`config.mk`:
```
export PLATFORM = sky130hd
export DESIGN_NAME = nic_reg_bank
export DESIGN_NICKNAME = d
export VERILOG_FILES = /design/src/rtl/nic_reg_pkg.sv /design/src/rtl/nic_reg_ctrl.sv /design/src/rtl/nic_reg_dp.sv /design/src/rtl/nic_reg_bank.sv
export SDC_FILE = /design/constraint.sdc
export NUM_CORES = 1
export LEC_CHECK = 0
export BUFFER_PORTS_ARGS = -buffer_cell sky130_fd_sc_hd__buf_2
export CAP_MARGIN = 20
export CORE_MARGIN = 2
export CORE_UTILIZATION = 45
export CTS_BUF_LIST = sky130_fd_sc_hd__clkbuf_4 sky130_fd_sc_hd__clkbuf_8
export CTS_CLUSTER_SIZE = 20
export DETAILED_ROUTE_END_ITERATION = 8
export GPL_TIMING_DRIVEN = 1
export MAX_ROUTING_LAYER = met4
export PLACE_DENSITY = 0.78
export SKIP_CTS_REPAIR_TIMING = 1
export SYNTH_ARGS = -nofsm -noshare
export SYNTH_HDL_FRONTEND = slang
export SYNTH_HIERARCHICAL = 1
export SYNTH_SLANG_ARGS = --single-unit
```
`constraint.sdc`:
```
create_clock -name clk -period 8.9 [get_ports clk]
set_input_delay 2.67 -clock clk [delete_from_list [all_inputs] [get_ports clk]]
set_output_delay 2.67 -clock clk [all_outputs]
set_load 0.03 [all_outputs]
```
`src/rtl/nic_reg_pkg.sv`:
```
package nic_reg_pkg;
  localparam int BYTE_W        = 8;
  localparam int WORD_W        = 16;
  localparam int OFS_W         = 5;
  localparam int STAT_SET_W    = 7;
  localparam int STATION_BYTES = 6;
  localparam int GROUP_BYTES   = 8;
  localparam int IDX_W         = 3;

  localparam int CMD_STOP_BIT = 0;
  localparam int CMD_TX_BIT   = 2;
  localparam int CMD_DRD_BIT  = 3;
  localparam int CMD_DWR_BIT  = 4;

  localparam int ST_TX_DONE  = 1;
  localparam int ST_DMA_DONE = 6;
  localparam int ST_RESET    = 7;

  localparam logic [BYTE_W-1:0] CMD_RST     = 8'h22;
  localparam logic [BYTE_W-1:0] STAT_RST    = 8'h80;
  localparam logic [BYTE_W-1:0] TX_STAT_OK  = 8'h01;
  localparam logic [BYTE_W-1:0] IRQ_FIELD   = 8'h7F;

  typedef enum logic [4:0] {
    SEL_NONE, SEL_CMD, SEL_RING_FIRST, SEL_RING_LAST, SEL_READ_PTR,
    SEL_TX_PAGE, SEL_TX_LEN_LO, SEL_TX_LEN_HI, SEL_INT_STAT,
    SEL_DMA_ADDR_LO, SEL_DMA_ADDR_HI, SEL_DMA_LEN_LO, SEL_DMA_LEN_HI,
    SEL_RX_MODE, SEL_TX_MODE, SEL_BUS_CFG, SEL_INT_MASK,
    SEL_STATION, SEL_WRITE_PG, SEL_GROUP,
    SEL_LOCAL_LO, SEL_LOCAL_HI, SEL_NEXT_REM, SEL_NEXT_LOC,
    SEL_CNT_LO, SEL_CNT_HI, SEL_TX_STAT
  } regSel_e;

  typedef struct packed {
    logic              wrStb;
    regSel_e           wrSel;
    logic [IDX_W-1:0]  wrIdx;
    logic              rdStb;
    regSel_e           rdSel;
    logic [IDX_W-1:0]  rdIdx;
    logic              clrResetBit;
    logic              setDmaDone;
    logic              txFire;
    logic [BYTE_W-1:0] data;
  } ctrlStb_t;
endpackage

```
`src/rtl/nic_reg_ctrl.sv`:
```
module nic_reg_ctrl
  import nic_reg_pkg::*;
#(
  parameter int ADDR_W = 8
) (
  input  logic [ADDR_W-1:0] portAddr,
  input  logic [1:0]        accSize,
  input  logic              rdEn,
  input  logic              wrEn,
  input  logic [BYTE_W-1:0] wrData,
  input  logic [BYTE_W-1:0] cmdReg,
  input  logic              dmaLenZero,
  output ctrlStb_t          stb
);
  logic [OFS_W-1:0] ofs;
  logic [1:0]       page;
  logic             byteAcc;
  logic             cmdWr;
  logic             running;
  regSel_e          wrSel;
  regSel_e          rdSel;
  logic [IDX_W-1:0] stationIdx;
  logic [IDX_W-1:0] groupIdx;

  assign ofs        = portAddr[OFS_W-1:0];
  assign page       = cmdReg[7:6];
  assign byteAcc    = (accSize == 2'd0);
  assign stationIdx = IDX_W'(ofs - 5'd1);
  assign groupIdx   = IDX_W'(ofs - 5'd8);

  // write-side decode
  always_comb begin
    wrSel = SEL_NONE;
    if (ofs == 5'd0) begin
      wrSel = SEL_CMD;
    end else begin
      unique case (page)
        2'd0: begin
          case (ofs)
            5'h01: wrSel = SEL_RING_FIRST;
            5'h02: wrSel = SEL_RING_LAST;
            5'h03: wrSel = SEL_READ_PTR;
            5'h04: wrSel = SEL_TX_PAGE;
            5'h05: wrSel = SEL_TX_LEN_LO;
            5'h06: wrSel = SEL_TX_LEN_HI;
            5'h07: wrSel = SEL_INT_STAT;
            5'h08: wrSel = SEL_DMA_ADDR_LO;
            5'h09: wrSel = SEL_DMA_ADDR_HI;
            5'h0A: wrSel = SEL_DMA_LEN_LO;
            5'h0B: wrSel = SEL_DMA_LEN_HI;
            5'h0C: wrSel = SEL_RX_MODE;
            5'h0D: wrSel = SEL_TX_MODE;
            5'h0E: wrSel = SEL_BUS_CFG;
            5'h0F: wrSel = SEL_INT_MASK;
            default: wrSel = SEL_NONE;
          endcase
        end
        2'd1: begin
          if (ofs >= 5'h01 && ofs <= 5'h06)      wrSel = SEL_STATION;
          else if (ofs == 5'h07)                 wrSel = SEL_WRITE_PG;
          else if (ofs >= 5'h08 && ofs <= 5'h0F) wrSel = SEL_GROUP;
        end
        2'd2: begin
          case (ofs)
            5'h01: wrSel = SEL_LOCAL_LO;
            5'h02: wrSel = SEL_LOCAL_HI;
            5'h03: wrSel = SEL_NEXT_REM;
            5'h05: wrSel = SEL_NEXT_LOC;
            5'h06: wrSel = SEL_CNT_HI;
            5'h07: wrSel = SEL_CNT_LO;
            default: wrSel = SEL_NONE;
          endcase
        end
        default: wrSel = SEL_NONE;
      endcase
    end
  end

  // read-side decode
  always_comb begin
    rdSel = SEL_NONE;
    if (ofs == 5'd0) begin
      rdSel = SEL_CMD;
    end else begin
      unique case (page)
        2'd0: begin
          case (ofs)
            5'h01: rdSel = SEL_LOCAL_LO;
            5'h02: rdSel = SEL_LOCAL_HI;
            5'h03: rdSel = SEL_READ_PTR;
            5'h04: rdSel = SEL_TX_STAT;
            5'h07: rdSel = SEL_INT_STAT;
            default: rdSel = SEL_NONE;
          endcase
        end
        2'd1: begin
          if (ofs >= 5'h01 && ofs <= 5'h06)      rdSel = SEL_STATION;
          else if (ofs == 5'h07)                 rdSel = SEL_WRITE_PG;
          else if (ofs >= 5'h08 && ofs <= 5'h0F) rdSel = SEL_GROUP;
        end
        2'd2: begin
          case (ofs)
            5'h01: rdSel = SEL_RING_FIRST;
            5'h02: rdSel = SEL_RING_LAST;
            5'h03: rdSel = SEL_NEXT_REM;
            5'h04: rdSel = SEL_TX_PAGE;
            5'h05: rdSel = SEL_NEXT_LOC;
            5'h06: rdSel = SEL_CNT_HI;
            5'h07: rdSel = SEL_CNT_LO;
            5'h0C: rdSel = SEL_RX_MODE;
            5'h0D: rdSel = SEL_TX_MODE;
            5'h0E: rdSel = SEL_BUS_CFG;
            5'h0F: rdSel = SEL_INT_MASK;
            default: rdSel = SEL_NONE;
          endcase
        end
        default: rdSel = SEL_NONE;
      endcase
    end
  end

  assign cmdWr   = wrEn && byteAcc && (wrSel == SEL_CMD);
  assign running = !wrData[CMD_STOP_BIT];

  always_comb begin
    stb.wrStb       = wrEn && byteAcc;
    stb.wrSel       = wrSel;
    stb.wrIdx       = (wrSel == SEL_GROUP) ? groupIdx : stationIdx;
    stb.rdStb       = rdEn && byteAcc;
    stb.rdSel       = rdSel;
    stb.rdIdx       = (rdSel == SEL_GROUP) ? groupIdx : stationIdx;
    stb.clrResetBit = cmdWr && running;
    stb.setDmaDone  = cmdWr && running && dmaLenZero &&
                      (wrData[CMD_DRD_BIT] || wrData[CMD_DWR_BIT]);
    stb.txFire      = cmdWr && running && wrData[CMD_TX_BIT];
    stb.data        = wrData;
  end
endmodule

```
`src/rtl/nic_reg_dp.sv`:
```
module nic_reg_dp
  import nic_reg_pkg::*;
#(
  parameter logic [STATION_BYTES*BYTE_W-1:0] STATION_RST = '0
) (
  input  logic                            clk,
  input  logic                            rstN,
  input  ctrlStb_t                        stb,
  input  logic [STAT_SET_W-1:0]           statusSet,
  output logic [BYTE_W-1:0]               rdData,
  output logic                            irq,
  output logic [BYTE_W-1:0]               cmdReg,
  output logic                            dmaLenZero,
  output logic [BYTE_W-1:0]               intStat,
  output logic [BYTE_W-1:0]               intMask,
  output logic [BYTE_W-1:0]               ringFirst,
  output logic [BYTE_W-1:0]               ringLast,
  output logic [BYTE_W-1:0]               readPtr,
  output logic [BYTE_W-1:0]               writePg,
  output logic [BYTE_W-1:0]               rxMode,
  output logic [BYTE_W-1:0]               txMode,
  output logic [BYTE_W-1:0]               busCfg,
  output logic [WORD_W-1:0]               dmaAddr,
  output logic [WORD_W-1:0]               dmaLen,
  output logic [STATION_BYTES*BYTE_W-1:0] stationAddr,
  output logic [GROUP_BYTES*BYTE_W-1:0]   groupMask,
  output logic                            txReq,
  output logic [BYTE_W-1:0]               txPage,
  output logic [WORD_W-1:0]               txCount
);
  localparam int IDX_SLOTS = 1 << IDX_W;

  logic [BYTE_W-1:0] txStat;
  logic [WORD_W-1:0] localAddr;
  logic [WORD_W-1:0] addrCnt;
  logic [BYTE_W-1:0] nextRem;
  logic [BYTE_W-1:0] nextLoc;
  logic [BYTE_W-1:0] stationRd [IDX_SLOTS];
  logic [BYTE_W-1:0] groupRd   [IDX_SLOTS];
  logic [BYTE_W-1:0] statClr;
  logic [BYTE_W-1:0] statSet;
  logic              wrHit;

  function automatic logic hit(input ctrlStb_t s, input regSel_e sel);
    return s.wrStb && (s.wrSel == sel);
  endfunction

  assign dmaLenZero = (dmaLen == '0);
  assign wrHit      = hit(stb, SEL_INT_STAT);

  // status clear and set vectors; a set overrides a clear of the same bit
  always_comb begin
    statClr = wrHit ? {1'b0, stb.data[STAT_SET_W-1:0]} : '0;
    statClr[ST_RESET] = stb.clrResetBit;
    statSet = {1'b0, statusSet};
    if (stb.setDmaDone) statSet[ST_DMA_DONE] = 1'b1;
    if (stb.txFire)     statSet[ST_TX_DONE]  = 1'b1;
  end

  always_ff @(posedge clk or negedge rstN) begin
    if (!rstN) begin
      intStat <= STAT_RST;
      intMask <= '0;
      cmdReg  <= CMD_RST;
      txStat  <= '0;
      txReq   <= 1'b0;
      irq     <= 1'b0;
    end else begin
      intStat <= (intStat & ~statClr) | statSet;
      irq     <= |(intStat & intMask & IRQ_FIELD);
      txReq   <= stb.txFire;
      if (stb.txFire) txStat <= TX_STAT_OK;
      if (hit(stb, SEL_INT_MASK)) intMask <= stb.data;
      if (hit(stb, SEL_CMD)) begin
        cmdReg <= stb.data;
        if (stb.txFire) cmdReg[CMD_TX_BIT] <= 1'b0;
      end
    end
  end

  // plain byte registers
  always_ff @(posedge clk or negedge rstN) begin
    if (!rstN) begin
      ringFirst <= '0;
      ringLast  <= '0;
      readPtr   <= '0;
      writePg   <= '0;
      rxMode    <= '0;
      txMode    <= '0;
      busCfg    <= '0;
      txPage    <= '0;
      nextRem   <= '0;
      nextLoc   <= '0;
    end else if (stb.wrStb) begin
      case (stb.wrSel)
        SEL_RING_FIRST: ringFirst <= stb.data;
        SEL_RING_LAST:  ringLast  <= stb.data;
        SEL_READ_PTR:   readPtr   <= stb.data;
        SEL_WRITE_PG:   writePg   <= stb.data;
        SEL_RX_MODE:    rxMode    <= stb.data;
        SEL_TX_MODE:    txMode    <= stb.data;
        SEL_BUS_CFG:    busCfg    <= stb.data;
        SEL_TX_PAGE:    txPage    <= stb.data;
        SEL_NEXT_REM:   nextRem   <= stb.data;
        SEL_NEXT_LOC:   nextLoc   <= stb.data;
        default: ;
      endcase
    end
  end

  // 16-bit registers written by byte halves
  always_ff @(posedge clk or negedge rstN) begin
    if (!rstN) begin
      txCount   <= '0;
      dmaAddr   <= '0;
      dmaLen    <= '0;
      localAddr <= '0;
      addrCnt   <= '0;
    end else if (stb.wrStb) begin
      case (stb.wrSel)
        SEL_TX_LEN_LO:   txCount[7:0]    <= stb.data;
        SEL_TX_LEN_HI:   txCount[15:8]   <= stb.data;
        SEL_DMA_ADDR_LO: dmaAddr[7:0]    <= stb.data;
        SEL_DMA_ADDR_HI: dmaAddr[15:8]   <= stb.data;
        SEL_DMA_LEN_LO:  dmaLen[7:0]     <= stb.data;
        SEL_DMA_LEN_HI:  dmaLen[15:8]    <= stb.data;
        SEL_LOCAL_LO:    localAddr[7:0]  <= stb.data;
        SEL_LOCAL_HI:    localAddr[15:8] <= stb.data;
        SEL_CNT_LO:      addrCnt[7:0]    <= stb.data;
        SEL_CNT_HI:      addrCnt[15:8]   <= stb.data;
        default: ;
      endcase
    end
  end

  // station address and group mask byte arrays
  genvar g;
  generate
    for (g = 0; g < IDX_SLOTS; g++) begin : gSlot
      if (g < STATION_BYTES) begin : gStation
        always_ff @(posedge clk or negedge rstN) begin
          if (!rstN)
            stationAddr[g*BYTE_W +: BYTE_W] <= STATION_RST[g*BYTE_W +: BYTE_W];
          else if (hit(stb, SEL_STATION) && stb.wrIdx == IDX_W'(g))
            stationAddr[g*BYTE_W +: BYTE_W] <= stb.data;
        end
        assign stationRd[g] = stationAddr[g*BYTE_W +: BYTE_W];
      end else begin : gStationPad
        assign stationRd[g] = '0;
      end
      if (g < GROUP_BYTES) begin : gGroup
        always_ff @(posedge clk or negedge rstN) begin
          if (!rstN)
            groupMask[g*BYTE_W +: BYTE_W] <= '1;
          else if (hit(stb, SEL_GROUP) && stb.wrIdx == IDX_W'(g))
            groupMask[g*BYTE_W +: BYTE_W] <= stb.data;
        end
        assign groupRd[g] = groupMask[g*BYTE_W +: BYTE_W];
      end else begin : gGroupPad
        assign groupRd[g] = '0;
      end
    end
  endgenerate

  // read mux
  always_comb begin
    rdData = '0;
    if (stb.rdStb) begin
      case (stb.rdSel)
        SEL_CMD:        rdData = cmdReg;
        SEL_LOCAL_LO:   rdData = localAddr[7:0];
        SEL_LOCAL_HI:   rdData = localAddr[15:8];
        SEL_READ_PTR:   rdData = readPtr;
        SEL_TX_STAT:    rdData = txStat;
        SEL_INT_STAT:   rdData = intStat;
        SEL_STATION:    rdData = stationRd[stb.rdIdx];
        SEL_WRITE_PG:   rdData = writePg;
        SEL_GROUP:      rdData = groupRd[stb.rdIdx];
        SEL_RING_FIRST: rdData = ringFirst;
        SEL_RING_LAST:  rdData = ringLast;
        SEL_NEXT_REM:   rdData = nextRem;
        SEL_TX_PAGE:    rdData = txPage;
        SEL_NEXT_LOC:   rdData = nextLoc;
        SEL_CNT_HI:     rdData = addrCnt[15:8];
        SEL_CNT_LO:     rdData = addrCnt[7:0];
        SEL_RX_MODE:    rdData = rxMode;
        SEL_TX_MODE:    rdData = txMode;
        SEL_BUS_CFG:    rdData = busCfg;
        SEL_INT_MASK:   rdData = intMask;
        default:        rdData = '0;
      endcase
    end
  end
endmodule

```
`src/rtl/nic_reg_bank.sv`:
```
module nic_reg_bank
  import nic_reg_pkg::*;
#(
  parameter int ADDR_W = 8,
  parameter logic [STATION_BYTES*BYTE_W-1:0] STATION_RST = '0
) (
  input  logic                            clk,
  input  logic                            rstN,
  input  logic [ADDR_W-1:0]               portAddr,
  input  logic [1:0]                      accSize,
  input  logic                            rdEn,
  input  logic                            wrEn,
  input  logic [BYTE_W-1:0]               wrData,
  output logic [BYTE_W-1:0]               rdData,
  input  logic [STAT_SET_W-1:0]           statusSet,
  output logic                            irq,
  output logic [BYTE_W-1:0]               cmdOut,
  output logic [BYTE_W-1:0]               ringFirst,
  output logic [BYTE_W-1:0]               ringLast,
  output logic [BYTE_W-1:0]               readPtr,
  output logic [BYTE_W-1:0]               writePg,
  output logic [BYTE_W-1:0]               rxMode,
  output logic [BYTE_W-1:0]               txMode,
  output logic [BYTE_W-1:0]               busCfg,
  output logic [WORD_W-1:0]               dmaAddr,
  output logic [WORD_W-1:0]               dmaLen,
  output logic [STATION_BYTES*BYTE_W-1:0] stationAddr,
  output logic [GROUP_BYTES*BYTE_W-1:0]   groupMask,
  output logic                            txReq,
  output logic [BYTE_W-1:0]               txPage,
  output logic [WORD_W-1:0]               txCount
);
  ctrlStb_t          stb;
  logic              dmaLenZero;
  logic [BYTE_W-1:0] intStat;
  logic [BYTE_W-1:0] intMask;

  nic_reg_ctrl #(.ADDR_W(ADDR_W)) i_ctrl (
    .portAddr  (portAddr),
    .accSize   (accSize),
    .rdEn      (rdEn),
    .wrEn      (wrEn),
    .wrData    (wrData),
    .cmdReg    (cmdOut),
    .dmaLenZero(dmaLenZero),
    .stb       (stb)
  );

  nic_reg_dp #(.STATION_RST(STATION_RST)) i_dp (
    .clk        (clk),
    .rstN       (rstN),
    .stb        (stb),
    .statusSet  (statusSet),
    .rdData     (rdData),
    .irq        (irq),
    .cmdReg     (cmdOut),
    .dmaLenZero (dmaLenZero),
    .intStat    (intStat),
    .intMask    (intMask),
    .ringFirst  (ringFirst),
    .ringLast   (ringLast),
    .readPtr    (readPtr),
    .writePg    (writePg),
    .rxMode     (rxMode),
    .txMode     (txMode),
    .busCfg     (busCfg),
    .dmaAddr    (dmaAddr),
    .dmaLen     (dmaLen),
    .stationAddr(stationAddr),
    .groupMask  (groupMask),
    .txReq      (txReq),
    .txPage     (txPage),
    .txCount    (txCount)
  );
endmodule

```
### Word level (Yosys, flattened, before mapping)

Memory sizes are Yosys's and may differ from the RTL's.
Index checks and enable logic that the tools add are counted.

* flip-flop bits (word level): 299
* memories: 2
* ROM bits: 160

* add/subtract/negate cells: 2
* bitwise gates (word level): 5
* mux-type cells: 25
* equality and inequality tests: 61
* reduce and logical (&&, ||, !) cells: 55
* $lt $le $gt $ge: 5

Memories
* (no name shown): depth 16, width 5, read ports 1, clocked after Yosys merged registers in 0, write ports 0, line nic_reg_ctrl.sv:102 `case (ofs)`
* (no name shown): depth 16, width 5, read ports 1, clocked after Yosys merged registers in 0, write ports 0, line nic_reg_ctrl.sv:39 `case (ofs)`

Operators by type and width (number)
* one-hot mux 8 bit (20 select lines): 1
* equality test 5 bit (second input constant): 21
* equality test 5 x 4 -> 1 bit (second input constant): 12
* equality test 5 x 3 -> 1 bit (second input constant): 10
* binary-select mux 8 bit (select 3 bit): 2
* two-way mux 8 bit: 5
* AND reduction 2 bit: 20
* two-way mux 5 bit: 7
* equality test 5 x 2 -> 1 bit (second input constant): 6
* one-hot mux 5 bit (3 select lines): 2
* one-hot mux 5 bit (6 select lines): 1
* logical AND 1 bit: 27
* one-hot mux 5 bit (5 select lines): 1
* zero test 16 bit: 1
* equality test 5 x 1 -> 1 bit (second input constant): 3
* equality test 3 bit (second input constant): 4
* bitwise AND 8 bit: 1
* inverter 8 bit: 1
* OR 8 x 7 -> 8 bit: 1
* bitwise AND 7 bit: 1
* two-way mux 7 bit: 1
* OR reduction 7 bit: 1
* equality test 3 x 2 -> 1 bit (second input constant): 2
* two-way mux 3 bit: 2
* other kinds (16): 20

### Longest topological paths before layout

* depth in word-level cells: 15
* mapped depth: 16
* depth with buffers taken out: 13

### Hierarchy

Netlist, hierarchy kept.

By module, submodules not included
* nic_reg_dp: times used 1, sequential area each 7566.0 um^2, area each 13860.8 um^2, cells an instance 1016
* nic_reg_ctrl: times used 1, sequential area each 0.0 um^2, area each 905.9 um^2, cells an instance 124

### Worst setup path before layout

No wires, ideal clock.

* path type: input to output
* start point: input port portAddr[0]
* end point: output port rdData[6]
* required time: 6.230 ns
* path slack: 0.135 ns
* data arrival time: 6.095 ns
* stages: 16
* path through: buf_2 > inv_1 > ha_1 > and3b_1 > o21ai_0 > a211oi_1 > o21ai_0 > and4bb_2 > xnor2_1 > buf_2 > buf_2 > mux4_2 > mux2i_1 > nor2_1 > a21oi_1 > a41oi_1

RTL lines
* start, declared: line nic_reg_bank.sv:9 `input logic [ADDR_W-1:0] portAddr,`
* end, declared: line nic_reg_bank.sv:14 `output logic [BYTE_W-1:0] rdData,`

==> run metrics <==
crit path capture type primary output; HP Class flip-flop to flip-flop; most frequent cells in the layout mux2_2, buf_2, dfrtp_1; post-synth net total 1175; Fmax 0.113 GHz; register share of total power 0.391; Post-Route Utilization 0.579; hpwl dp 32700 um; worst path required time 6.23 ns; gr usage total 0.283; Worst Hold Endpoint i_dp/txStat[0]; leakage 9.30 nW; Routed Antenna Nets 0; fin cells 1972; ys flop type dfrtp_1; area share of the largest cell type after synthesis 0.393; vias 11700; clk_lat worst skew 0.62 ns; Post-Route WL 49200 um; Seq/Total Area, Yosys 0.512; Reg2Reg Depth 12; met1 usage 0.372; worst r2r src i_dp/cmdReg[7]; die outline height 185 um; Area after DPL 0.0171 mm2; Remaining DRCs 0; Rows 66; VDD IR-drop max 0.000169 V; CP Data Arrival Time 6.17 ns; pre-CTS WS -0.0812 ns; crit path time final 8.84 ns; IO Port Bufs 267; delay of the slowest critical-path stage 0.55 ns; Setup TNS Final 0 ns; post-synth top area cell dfrtp_1; top cells by area, synth dfrtp_1, mux2_2, dfstp_2; Max FO, Critical Path 6; vias in the first global route 11400; Sink Count 299; kind of critical path primary input to primary output; relative slew slack 0.270; Via density 5.91; # IOs 271; first-pass GRT wire length 70400 um; starting density of the core 0.455; # diodes 0; pin count of the biggest net entering global routing 137; cell mode on critical path buf_4; total power 4.20 mW; combinational share of power 0.263; asr flop ratio synth 1.00; Synth Cell Area 0.0148 mm2; slowest stage cell, crit path mux4_2; most common cell after layout, fill and taps aside mux2_2; synth warn 6; CTS tree built; Core Box Area 0.0325 mm2; status finished clean; Iteration-0 DRC Markers 1067; share of total power in the clock network 0.346; setup ws final 0.0553 ns; Final #Nets 1525; Post-synth EDFFs 0; share of layout cells above drive strength 1 0.603; Die W 185 um; met2 GRT Util 0.421; DIE AREA 0.0343 mm2; clock skew 0.0574 ns; antenna violations before repair 0; Pint 2.78 mW; WL/cell 24.9 um; sw frac 0.338; Hold Crit Depth 1; chain of cells forming the critical path buf_4 -> inv_2 -> buf_6 -> ha_2 -> buf_4 -> nor4b_4 -> buf_4 -> a21oi_1 -> o31a_1 -> and4bb_4 -> xnor2_4 -> buf_6 -> clkbuf_16 -> mux4_2 -> nand2_1 -> o21ai_1 -> a21oi_1 -> buf_4 -> a31oi_4 -> buf_6; reg2reg end i_dp/groupMask[63]; type of origin of the critical path primary input; maxcap violations 0; Synth cell types 88; clk slew on worst S/H paths 0.06 ns; WHS 0.463 ns; Mapped Avg Cell Area 13.0 um2; grt peak-use layer met2; Cells after Synth 1140; H-tree depth 2; post-route cell area 0.0188 mm2; M3 GR Usage 0.0647; Pre-antenna DRT Iters 5; Clock Tree Buf Depth 3; crit path buf inv count 9; Synth Register Bits 299; P_sw 1.42 mW; crit share post-route 0.994; Pwr Density 224 mW/mm2; Slew @ Worst Pin 1.09 ns; Setup-failing EPs final 0; CP delay by family, top buffers and inverters; grt ovf 0; clock root buffer master clkbuf_8; HP Start i_dp/txStat[0]; Placed Cells 1861; slack of the worst reg-to-reg path 4.54 ns; count of final max-slew check failures 0; P&R area growth vs syn 27.2%; GPL Wtd Cong 1.01; Final Hold Viols 0; total CTS buffers 49
## cells by family after synthesis
family,synth area share
multiplexers,0.277
AND/OR/NAND/NOR,0.0997
XOR/XNOR,0.00237
flip-flops,0.512
AO/OA/AOI/OAI,0.0702
buffers and inverters,0.0332
adder cells (fa/ha/maj),0.00508
## cells in the mapped netlist, types with 8 or more instances
cell,number
mux2i_1,25
inv_1,10
buf_2,32
and3_1,22
dfrtp_1,232
buf_4,15
a22oi_1,10
mux4_2,25
a21oi_1,26
nor4_1,9
nand2_1,64
mux2_2,283
mux2_1,8
clkbuf_1,43
nor2b_1,15
nand3_1,18
o21ai_0,23
a221oi_1,8
dfstp_2,67
nor2_1,27
a211oi_1,8
## worst register-to-register path, cell delays in order, from the launching register on
cell and delay (ns):
dfrtp_1 0.58, or4_4 0.63, nor3b_2 0.21, a211oi_2 0.05, buf_4 0.15, buf_4 0.13
a311o_1 0.40, o31ai_4 0.29, buf_4 0.15, buf_4 0.09, xnor2_1 0.35, nand4_1 0.70
mux2_2 0.52
## area by class of cell
cell class,instances,area (um2)
Sequential cell,299,7570
Timing Repair Buffer,391,2480
Inverter,11,41.3
Tap cell,442,553
Clock inverter,19,279
Multi-Input combinational cell,738,6940
Fill cell,2586,13700
Clock buffer,72,922
## how the worst max path moves through the flow
stage,startpoint,endpoint,slack [ns],cells after the start
final,portAddr[0],rdData[3],0.06,20
after global routing,portAddr[0],rdData[6],-0.05,17
after CTS,portAddr[0],rdData[0],-0.11,17
after detailed placement,portAddr[0],rdData[0],-0.08,17
after global placement,portAddr[0],rdData[0],-0.07,17
after floorplan,portAddr[0],rdData[6],0.13,16
## power by group through the flow
stage / Combinational, mW / Sequential, mW / Clock [mW]
final: 1.11 / 1.64 / 1.45
after global routing: 1.16 / 1.65 / 1.54
after CTS: 1.05 / 1.64 / 1.47
after detailed placement: 1.04 / 1.66 / 0
after global placement: 1.02 / 1.65 / 0
after floorplan: 0.448 / 1.84 / 0
## registers in the layout, summed over array words and instances, names as in the netlist
| register | count |
|---|---|
| i_dp/groupMask | 64 |
| i_dp/stationAddr | 48 |
| i_dp/addrCnt | 16 |
| i_dp/dmaAddr | 16 |
| i_dp/dmaLen | 16 |
| i_dp/localAddr | 16 |
| i_dp/txCount | 16 |
| i_dp/busCfg | 8 |
| i_dp/cmdReg | 8 |
| i_dp/intMask | 8 |
| i_dp/intStat | 8 |
| i_dp/nextLoc | 8 |
| i_dp/nextRem | 8 |
| i_dp/readPtr | 8 |
| i_dp/ringFirst | 8 |
| i_dp/ringLast | 8 |
| i_dp/rxMode | 8 |
| i_dp/txMode | 8 |
| i_dp/txPage | 8 |
| i_dp/writePg | 8 |
| i_dp/irq | 1 |
| i_dp/txReq | 1 |
| i_dp/txStat | 1 |
## layer usage
layer / vias to the layer above / share of wire / wire [um]
li1: 4937 / - / -
met1: 5931 / 0.40 / 19800
met2: 642 / 0.46 / 22700
met3: 148 / 0.089 / 4380
met4: 0 / 0.046 / 2280
met5: - / 0 / 0
(Power assumes the default switching activity.)
